===== config.mk =====
export PLATFORM = sky130hd
export DESIGN_NAME = mdu_unit
export DESIGN_NICKNAME = d
export VERILOG_FILES = /design/src/rtl/mdu_pkg.sv /design/src/rtl/mdu_step.sv /design/src/rtl/mdu_engine.sv /design/src/rtl/mdu_unit.sv
export SDC_FILE = /design/constraint.sdc
export NUM_CORES = 1
export LEC_CHECK = 0
export ABC_CLOCK_PERIOD_IN_PS = 11700
export CAP_MARGIN = 0
export CORE_ASPECT_RATIO = 1.75
export CORE_MARGIN = 2
export CORE_UTILIZATION = 55
export DETAILED_ROUTE_END_ITERATION = 10
export PLACE_DENSITY = 0.72
export SETUP_SLACK_MARGIN = 0.5
export SKIP_CTS_REPAIR_TIMING = 1
export SYNTH_ARGS = -nofsm -noshare
export SYNTH_HDL_FRONTEND = slang
export SYNTH_HIERARCHICAL = 1
export SYNTH_SLANG_ARGS = --single-unit

===== constraint.sdc =====
create_clock -name clk -period 11.7 [get_ports clk]
set_input_delay 2.925 -clock clk [delete_from_list [all_inputs] [get_ports clk]]
set_output_delay 2.925 -clock clk [all_outputs]
set_load 0.02 [all_outputs]

===== src/rtl/mdu_pkg.sv =====
package mdu_pkg;

    typedef enum logic {
        MDU_MUL = 1'b0,
        MDU_DIV = 1'b1
    } mdu_op_e;

endpackage


===== src/rtl/mdu_step.sv =====
// One iteration of the shared engine: a shift-add multiply step or a
// restoring divide step, chosen by the operation.
module mdu_step
    import mdu_pkg::*;
#(
    parameter int DATA_W = 32
) (
    input  mdu_op_e             op,
    input  logic [DATA_W-1:0]   hi_i,
    input  logic [DATA_W-1:0]   lo_i,
    input  logic [DATA_W-1:0]   b_i,
    output logic [DATA_W-1:0]   hi_o,
    output logic [DATA_W-1:0]   lo_o
);
    localparam int XW = DATA_W + 1;

    logic [XW-1:0] mul_sum;
    logic [XW-1:0] div_part;
    logic [XW-1:0] div_diff;
    logic          div_ge;

    always_comb begin
        // multiply: add multiplicand when the low bit is set, then shift right
        mul_sum  = {1'b0, hi_i} + (lo_i[0] ? {1'b0, b_i} : '0);
        // divide: bring the next dividend bit into the partial remainder
        div_part = {hi_i, lo_i[DATA_W-1]};
        div_ge   = (div_part >= {1'b0, b_i});
        div_diff = div_part - {1'b0, b_i};

        if (op == MDU_DIV) begin
            hi_o = div_ge ? div_diff[DATA_W-1:0] : div_part[DATA_W-1:0];
            lo_o = {lo_i[DATA_W-2:0], div_ge};
        end else begin
            hi_o = mul_sum[XW-1:1];
            lo_o = {mul_sum[0], lo_i[DATA_W-1:1]};
        end
    end

endmodule


===== src/rtl/mdu_engine.sv =====
// Iterative engine: STEPS chained step slices per cycle, DATA_W steps total.
module mdu_engine
    import mdu_pkg::*;
#(
    parameter int DATA_W = 32,
    parameter int STEPS  = 4
) (
    input  logic                clk,
    input  logic                rst_n,
    input  logic                start,
    input  mdu_op_e             start_op,
    input  logic [DATA_W-1:0]   start_a,
    input  logic [DATA_W-1:0]   start_b,
    output logic                busy_o,
    output logic                done_o,
    output logic [DATA_W-1:0]   res_hi,
    output logic [DATA_W-1:0]   res_lo
);
    localparam int NCYC = DATA_W / STEPS;
    localparam int CW   = (NCYC > 1) ? $clog2(NCYC) : 1;
    localparam logic [CW-1:0] LAST = CW'(NCYC - 1);

    typedef struct packed {
        logic              busy;
        mdu_op_e           op;
        logic [DATA_W-1:0] hi;
        logic [DATA_W-1:0] lo;
        logic [DATA_W-1:0] b;
        logic [CW-1:0]     cnt;
    } eng_t;

    eng_t eng_d, eng_q;

    logic [DATA_W-1:0] chain_hi [STEPS+1];
    logic [DATA_W-1:0] chain_lo [STEPS+1];

    assign chain_hi[0] = eng_q.hi;
    assign chain_lo[0] = eng_q.lo;

    for (genvar s = 0; s < STEPS; s++) begin : g_slice
        mdu_step #(.DATA_W(DATA_W)) u_step (
            .op   (eng_q.op),
            .hi_i (chain_hi[s]),
            .lo_i (chain_lo[s]),
            .b_i  (eng_q.b),
            .hi_o (chain_hi[s+1]),
            .lo_o (chain_lo[s+1])
        );
    end

    logic last_cyc;

    always_comb begin
        eng_d    = eng_q;
        last_cyc = eng_q.busy && (eng_q.cnt == LAST);
        if (start) begin
            eng_d.busy = 1'b1;
            eng_d.op   = start_op;
            eng_d.hi   = '0;
            eng_d.lo   = start_a;
            eng_d.b    = start_b;
            eng_d.cnt  = '0;
        end else if (eng_q.busy) begin
            eng_d.hi  = chain_hi[STEPS];
            eng_d.lo  = chain_lo[STEPS];
            eng_d.cnt = eng_q.cnt + 1'b1;
            if (last_cyc) begin
                eng_d.busy = 1'b0;
            end
        end
    end

    always_ff @(posedge clk) begin
        if (!rst_n) begin
            eng_q <= '0;
        end else begin
            eng_q <= eng_d;
        end
    end

    assign busy_o = eng_q.busy;
    assign done_o = last_cyc && !start;
    assign res_hi = chain_hi[STEPS];
    assign res_lo = chain_lo[STEPS];

endmodule


===== src/rtl/mdu_unit.sv =====
// Decoupled multiply/divide unit with HI/LO result registers and read interlock.
module mdu_unit
    import mdu_pkg::*;
#(
    parameter int DATA_W = 32,
    parameter int STEPS  = 4
) (
    input  logic                clk,
    input  logic                rst_n,
    input  logic                issue_vld,
    input  logic                issue_div,
    input  logic [DATA_W-1:0]   opa,
    input  logic [DATA_W-1:0]   opb,
    input  logic                rd_req,
    input  logic                rd_sel_hi,
    output logic [DATA_W-1:0]   rd_data,
    output logic                busy,
    output logic                stall
);
    typedef struct packed {
        logic [DATA_W-1:0] hi;
        logic [DATA_W-1:0] lo;
    } res_t;

    res_t res_d, res_q;

    logic              eng_busy;
    logic              eng_done;
    logic [DATA_W-1:0] eng_hi;
    logic [DATA_W-1:0] eng_lo;
    mdu_op_e           issue_op;
    logic [DATA_W-1:0] hi_w;
    logic [DATA_W-1:0] lo_w;

    assign issue_op = issue_div ? MDU_DIV : MDU_MUL;

    mdu_engine #(.DATA_W(DATA_W), .STEPS(STEPS)) u_engine (
        .clk      (clk),
        .rst_n    (rst_n),
        .start    (issue_vld),
        .start_op (issue_op),
        .start_a  (opa),
        .start_b  (opb),
        .busy_o   (eng_busy),
        .done_o   (eng_done),
        .res_hi   (eng_hi),
        .res_lo   (eng_lo)
    );

    always_comb begin
        res_d = res_q;
        if (eng_done) begin
            res_d.hi = eng_hi;
            res_d.lo = eng_lo;
        end
    end

    always_ff @(posedge clk) begin
        if (!rst_n) begin
            res_q <= '0;
        end else begin
            res_q <= res_d;
        end
    end

    assign hi_w    = res_q.hi;
    assign lo_w    = res_q.lo;
    assign rd_data = rd_sel_hi ? hi_w : lo_w;
    assign busy    = eng_busy;
    assign stall   = eng_busy && rd_req;

endmodule


* Yosys cells after proc, flatten, opt, wreduce, memory -nomap -nowiden *
Cells that the tools add are included.

cells by class
  add/sub/neg operators = 9
  magnitude comparators = 4
  eq/ne operators = 1
  mux-type cells = 23
  bitwise gates (word level) = 1
  reduce and logical (&&, ||, !) cells = 6

operator list
  kind                   count
  $mux W32               19
  $add A32 B32 Y33       4
  $ge A33 B32 Y1         4
  $sub A32 B32 Y32       4
  $mux W1                4
  $add A3 B1 Y3 const B  1
  $eq A3 B3 Y1 const B   1
  $logic_and A1 B1 Y1    3
  $reduce_bool A2 Y1     1
  $reduce_or A2 Y1       1
  $logic_not A1 Y1       1
  $not A1 Y1             1

storage, ports and cells
  register bits = 165
  input bits = 70
  output and inout port bits = 34
  word-level logic and storage cells = 52

* Longest topological paths before layout *
Gate-level depths: netlist of run 1.

  depth after elaboration = 14
  gate-level depth with buffers = 53
  gate-level depth less buffers = 45

* Modules after synthesis *
The synthesis of run 1 kept the hierarchy.

by module, submodules not included
  module                                     times used  cells each  area each (sq um)  sequential area each (sq um)
  mdu_step (u_engine.g_slice[1].u_step ...)  2           688         4679.5             0.0
  mdu_step (u_engine.g_slice[3].u_step)      1           714         4961.0             0.0
  mdu_step (u_engine.g_slice[0].u_step)      1           698         4772.1             0.0
  mdu_engine                                 1           369         4311.6             2021.9
  mdu_unit                                   1           243         2856.5             1281.2

* Worst setup path before layout of run 1 *
Ideal clock, no wire load.

  path kind = register -> register
  from = reg u_engine/eng_q[15] in the netlist's numbering
  to = reg res_q, in the netlist hi_w[31]
  setup time = 116 ps
  arrival = 10058 ps
  data required time = 11584 ps
  slack = 1526 ps
  stages on the path, launching flop included = 50
  path buffers = 7
  period minus slack after synthesis = 10174 ps
  path through = dfxtp_1 inv_1 ha_1 buf_6 and3_4 a31oi_1 o21ai_1 nor3_2 o21ai_2 a211o_2 buf_6 nand2_1 o21ai_0 clkbuf_1 and2_1 ha_1 fa_1 a21o_1 [... 14 more ...] buf_6 buf_2 a21oi_1 clkbuf_1 and2_1 ha_1 fa_1 a21oi_1 nor2_1 o311ai_0 a31oi_1 o211ai_1 nand2_1 a311o_1 a211oi_1 a31oi_1 mux2i_1 nor2b_1

RTL lines
  element                   RTL line          RTL
  start: declaration        mdu_engine.sv:32  eng_t eng_d, eng_q;
  start signal: assignment  mdu_engine.sv:77  eng_q <= eng_d;
  end signal: assignment    mdu_unit.sv:62    res_q <= res_d;
  end: declaration          mdu_unit.sv:25    res_t res_d, res_q;

==> results of run 1 <==
==> critical path: cells and delay by family, from the launching register on <==
kind / cells / cell delay [ns]
flops: 1 / 0.31
compound gates: 15 / 4.01
mux: 4 / 0.83
fa+ha+maj: 5 / 1.55
buf+inv: 9 / 1.48
simple gates: 17 / 2.70
xor+xnor: 1 / 0.11
==> cells by family after synthesis <==
family,after synthesis,synth area share [%]
DFF,165,12.6
AOI/OAI and AO/OA,906,23.0
muxes,421,17.5
buffers and inverters,364,6.42
and+or+nand+nor,1081,21.1
xor gates and xnor gates,197,6.57
adders and majority gates,266,12.9
==> final cells by class <==
cell class | instances | area [µm²]
clock inverter | 10 | 111
multi-input combinational | 2871 | 21900
fill | 3889 | 13900
tap | 594 | 743
timing repair buffer | 795 | 6360
clock buffer | 22 | 464
antenna | 2 | 5.00
inverter | 195 | 732
sequential | 165 | 3320
==> through the flow <==
step	hold WS (ns)	cell area [µm²]
after global routing	0.544	33600
after floorplan	0.465	26300
final	0.518	33600
after global placement	0.478	32200
after CTS	0.520	32800
after detailed placement	0.500	32200
==> power by group through the flow <==
stage / Sequential, mW / Combinational [mW] / Clock (mW)
after floorplan: 0.620 / 2.32 / 0
after global placement: 0.629 / 4.00 / 0
after detailed placement: 0.630 / 4.06 / 0
after CTS: 0.617 / 4.10 / 0.592
after global routing: 0.620 / 4.65 / 0.612
final: 0.619 / 4.40 / 0.592
==> final timing paths <==
kind / to / cells past startpoint / slack [ns]
setup / recovery: u_engine/chain_hi[156] / 51 / 0.56
hold reg to reg: lo_w[4] / 2 / 0.52
setup reg to reg: u_engine/chain_hi[156] / 51 / 0.56
hold / removal: lo_w[4] / 2 / 0.52
==> per-layer routing <==
| layer | vias to the layer above | global-route usage (%) | wire length [µm] | share of wire, % |
|---|---|---|---|---|
| met5 | - | 0 | 0 | 0 |
| met4 | 0 | 39.1 | 12100 | 11 |
| met3 | 564 | 7.39 | 7250 | 6.5 |
| met2 | 1455 | 77.8 | 54700 | 49 |
| met1 | 14180 | 42.2 | 38000 | 34 |
| li1 | 13586 | - | - | - |
==> registers in the layout, indices dropped and copies added (netlist names) <==
name and cells:
u_engine/eng_q 36, u_engine/busy_o 1, lo_w 32, u_engine/chain_hi 32
hi_w 32, u_engine/chain_lo 32
==> synth_stat cells (31+ instances only) <==
| cell | count | share of area, % |
|---|---|---|
| xor2_1 | 84 | 2.8 |
| nand4_1 | 47 | 1.1 |
| mux2_4 | 32 | 1.8 |
| clkbuf_1 | 102 | 1.5 |
| a21o_1 | 106 | 3.0 |
| o21ai_0 | 139 | 2.6 |
| nand2b_1 | 58 | 1.4 |
| and3_1 | 32 | 0.76 |
| nand3_1 | 85 | 1.6 |
| o211a_1 | 38 | 1.4 |
| inv_1 | 195 | 2.8 |
| dfxtp_1 | 165 | 13 |
| mux2_2 | 163 | 7.0 |
| nor2b_1 | 135 | 3.2 |
| o21a_1 | 31 | 0.89 |
| nand2_1 | 230 | 3.3 |
| xnor2_1 | 113 | 3.8 |
| nor3_1 | 41 | 0.78 |
| mux2i_1 | 220 | 8.4 |
| a21oi_1 | 272 | 5.2 |
| o21bai_1 | 31 | 0.89 |
| a31oi_1 | 66 | 1.6 |
| nor2_1 | 232 | 3.3 |
| ha_1 | 258 | 12 |
| and2_1 | 150 | 3.6 |
==> results.md, run 1 <==
* CP max FO at 7
* Most common cell after layout, fill and taps aside: buf_4
* # DRC at 0
* Post-synthesis cell type count at 93
* Post-route ant nets at 0
* Max stage delay on crit path at 0.56 ns
* Worst EP required at 12.03 ns
* Most frequent cells in the layout: 676 x buf_4, 258 x a21oi_1, 243 x ha_1
* Final HPWL DP at 89.2 mm
* Clock skew at 0.0112 ns
* Final period util at 95.2%
* Grt ovf at 0
* Predominant post-synthesis flop cell: dfxtp_1
* FFs w/ async S/R, synth at 0%
* Post-synthesis sequential area ratio at 12.6%
* Initial antenna violation count at 4
* Gate power share at 78.4%
* GPL Wtd Cong at 1.06
* VDD IR-drop max at 0.000174 V
* Fin crit period at 11.14 ns
* Die width at 169 µm
* Yosys reg bits at 165
* Htree depth at 4
* Share of cells above drive strength 1 at 26.5%
* Final worst slack at 0.559 ns
* Final setup viols at 0
* TritonCTS clock tree: built
* Critical Path Slowest Stage Cell: a21oi_2
* Total number of vias at 29785
* Layout Cells excl Fill at 4654
* Sequential power share at 11.0%
* Post-synth EDFFs at 0
* Leak pwr at 16.1 nW
* Worst path arrival time at 11.47 ns
* Nets at 4381
* Mean post-synth cell area at 7.72 µm²
* Core Area at 0.0475 mm²
* Starting Density at 55.3%
* Detailed Route WL at 112 mm
* PD cells at 167 mW/mm²
* Iter 0 DRT Violations at 2426
* Worst slew pin tran at 1.23 ns
* TritonRoute pass-1 iters at 8
* Pre-CTS WS at -0.333 ns
* Warnings from Yosys at 6
* Pin count of the biggest net entering global routing at 120
* Util after Layout at 70.7%
* Count of max-cap constraint violations at 0
* Worst setup path start: u_engine/chain_lo[159]
* Worst skew pair latency at 0.47 ns
* I/O Buffers at 103
* Post-synthesis cell count at 3400
* Clock power frac at 10.5%
* FMAX at 0.0898 GHz
* Num CTS Buffers at 17
* Die ar. at 0.0496 mm²
* P_sw at 2.68 mW
* Most common cell on crit path: buf_4
* Avg Vias per Cell at 6.40
* Worst min path class: reg2reg
* HP Start: lo_w[4]
* Startpoint type of the worst setup path: register
* Status: completed
* IO Pins at 104
* Placed Cells at 4593
* First-pass GRT wire length at 166 mm
* Endpoints failing hold at 0
* Worst-path clk slew at 0.07 ns
* RSZ-0062 raised after global routing: no
* Setup Crit Path Kind: reg2reg
* Syn-to-layout area delta at 27.9%
* RR Startpoint: u_engine/chain_lo[159]
* Switch share at 47.6%
* Total GRT Usage at 43.4%
* Root Driver: clkbuf_16
* DR WL/cell at 24.1 µm
* CP endpoint kind: register
* Synth Cell Area at 0.0263 mm²
* Overall Power at 5.62 mW
* Row count at 106
* Relative slew slack at 17.0%
* Die height at 293 µm
* Vias in the first global route at 30457
* Clock sink count at 165
* Max-slew violation count at 0
* Internal power at 2.94 mW
* Fin Setup TNS at 0 ns
* Maximum clock path buffer count at 2
* Post-synthesis net count at 3736
No activity file was read; power rests on OpenSTA's default activity.
==> run 2: changes to the inputs <==
Settings changed: ABC_CLOCK_PERIOD_IN_PS 11700 to 11340.
Clock period 11.7 ns to 11.34 ns, I/O delays scaled along.
==> run 2 against run 1 <==
Effect of this change:
- final cell count rose by 3.8%
- total power up 9.7%
- global-route usage shrank 0.72 points
- highest routed layer is now met5
==> results.md, run 2 (synthesized netlist as in run 1, its figures left out) <==
* Status: completed (unchanged)
* Initial antenna violation count at 4 (unchanged)
* IO Pins at 104 (unchanged)
* Critical Path Slowest Stage Cell: o21ai_1 (was a21oi_2)
* Post-route ant nets at 0 (unchanged)
* Vias in the first global route at 30808 (was 30457)
* GPL Wtd Cong at 1.07 (was 1.06)
* Clock sink count at 165 (unchanged)
* Total number of vias at 30281 (was 29785)
* # DRC at 0 (unchanged)
* Pre-CTS WS at -0.785 ns (was -0.333 ns)
* Endpoints failing hold at 0 (unchanged)
* Most frequent cells in the layout: 839 x buf_4, 236 x ha_1, 234 x a21oi_1 (was 676 x buf_4, 258 x a21oi_1, 243 x ha_1)
* Worst min path class: reg2reg (unchanged)
* Die width at 169 µm (unchanged)
* Share of cells above drive strength 1 at 31.9% (was 26.5%)
* Switch share at 46.9% (was 47.6%)
* Placed Cells at 4757 (was 4593)
* Clock power frac at 10.2% (was 10.5%)
* Die ar. at 0.0496 mm² (unchanged)
* Most common cell after layout, fill and taps aside: buf_4 (unchanged)
* Final worst slack at 0.571 ns (was 0.559 ns)
* Layout Cells excl Fill at 4831 (was 4654)
* Pin count of the biggest net entering global routing at 177 (was 120)
* Max stage delay on crit path at 0.62 ns (was 0.56 ns)
* P_sw at 2.89 mW (was 2.68 mW)
* Htree depth at 4 (unchanged)
* Grt ovf at 0 (unchanged)
* Final period util at 95.0% (was 95.2%)
* Detailed Route WL at 113 mm (was 112 mm)
* Row count at 106 (unchanged)
* Setup Crit Path Kind: reg2reg (unchanged)
* Core Area at 0.0475 mm² (unchanged)
* Final HPWL DP at 88.0 mm (was 89.2 mm)
* Worst slew pin tran at 1.25 ns (was 1.23 ns)
* I/O Buffers at 103 (unchanged)
* Startpoint type of the worst setup path: register (unchanged)
* Final setup viols at 0 (unchanged)
* First-pass GRT wire length at 164 mm (was 166 mm)
* Design area at 0.0358 mm² (was 0.0336 mm²)
* Maximum clock path buffer count at 2 (unchanged)
* Fin crit period at 10.77 ns (was 11.14 ns)
* Total GRT Usage at 42.7% (was 43.4%)
* Die height at 293 µm (unchanged)
* Starting Density at 55.3% (unchanged)
* Root Driver: clkbuf_16 (unchanged)
* Syn-to-layout area delta at 36.3% (was 27.9%)
* PD cells at 172 mW/mm² (was 167 mW/mm²)
* Nets at 4559 (was 4381)
* Clock skew at 0.0159 ns (was 0.0112 ns)
* FMAX at 0.0929 GHz (was 0.0898 GHz)
* TritonRoute pass-1 iters at 6 (was 8)
* Worst hold margin at 0.521 ns (was 0.518 ns)
* Relative slew slack at 16.0% (was 17.0%)
* RSZ-0062 raised after global routing: yes (was no)
* Overall Power at 6.16 mW (was 5.62 mW)
* Num CTS Buffers at 17 (unchanged)
* Max FFs per register at 36 (unchanged)
* Worst EP required at 11.71 ns (was 12.03 ns)
* CP max FO at 11 (was 7)
* Iter 0 DRT Violations at 2618 (was 2426)
* DR WL/cell at 23.4 µm (was 24.1 µm)
* Placed instance area at 0.0334 mm² (was 0.0322 mm²)
* Count of max-cap constraint violations at 0 (unchanged)
* Internal power at 3.27 mW (was 2.94 mW)
* Sequential power share at 10.2% (was 11.0%)
* Worst skew pair latency at 0.48 ns (was 0.47 ns)
* VDD IR-drop max at 0.000167 V (was 0.000174 V)
* Gate power share at 79.6% (was 78.4%)
* CP endpoint kind: register (unchanged)
* Util after Layout at 75.4% (was 70.7%)
* Most common cell on crit path: buf_4 (unchanged)
* Leak pwr at 17.1 nW (was 16.1 nW)
* Worst path arrival time at 11.13 ns (was 11.47 ns)
* Worst-path clk slew at 0.07 ns (about the same)
* Fin Setup TNS at 0 ns (unchanged)
* Max-slew violation count at 0 (unchanged)
* Avg Vias per Cell at 6.27 (was 6.40)
* Biggest register: u_engine/eng_q (unchanged)
* TritonCTS clock tree: built (unchanged)
run 2: cell types whose count changed in the layout (fill, tap and decap cells not counted), moves of 8 or more:
cell | previous run | this run
buf_4 | 676 | 839
ha_4 | 6 | 16
a21oi_1 | 258 | 234
mux2i_1 | 215 | 200
mux2i_2 | 5 | 13
a21oi_2 | 16 | 34
run 2: worst paths after layout:
kind	startpoint	end	slack (ns)	depth (start not counted)
worst min register to register	hi_w[26]	hi_w[26]	0.52	2
worst max register to register	u_engine/eng_q[21]	u_engine/chain_lo[128]	0.57	50
worst max-delay path	u_engine/eng_q[21]	u_engine/chain_lo[128]	0.57	50
worst min-delay path	hi_w[26]	hi_w[26]	0.52	2
run 2: layout make-up:
cell class                 count  area [µm²]
multi-input combinational   2871       22600
fill                        3633       11700
timing repair buffer         973        7820
sequential                   165        3320
tap                          594         743
inverter                     195         732
clock buffer                  18         429
clock inverter                14         163
antenna                        1        2.50
run 2: power groups by stage:
stage / Combinational [mW] / Sequential, mW / Clock (mW)
detailed placement: 4.29 / 0.641 / 0
global route: 5.17 / 0.631 / 0.651
finish: 4.90 / 0.629 / 0.629
CTS: 4.32 / 0.627 / 0.629
floorplan: 2.39 / 0.639 / 0
global placement: 4.22 / 0.639 / 0
run 2: worst max-delay path, delay by kind of cell (launching register included):
family                   cells  cell delay (ns)
adder cells (fa/ha/maj)      4             1.15
multiplexers                 1             0.32
AND/OR/NAND/NOR             12             1.87
flip-flops                   1             0.33
XOR/XNOR                     1             0.14
AO/OA/AOI/OAI               22             5.32
buffers and inverters       10             1.50
run 2: layer usage:
metal / vias up / GRT usage [%] / part of all wire [%]
met5: - / 0 / 0.061
met4: 6 / 39.9 / 11
met3: 613 / 6.57 / 6.1
met2: 1436 / 76.8 / 49
met1: 14284 / 41.1 / 34
li1: 13942 / - / -
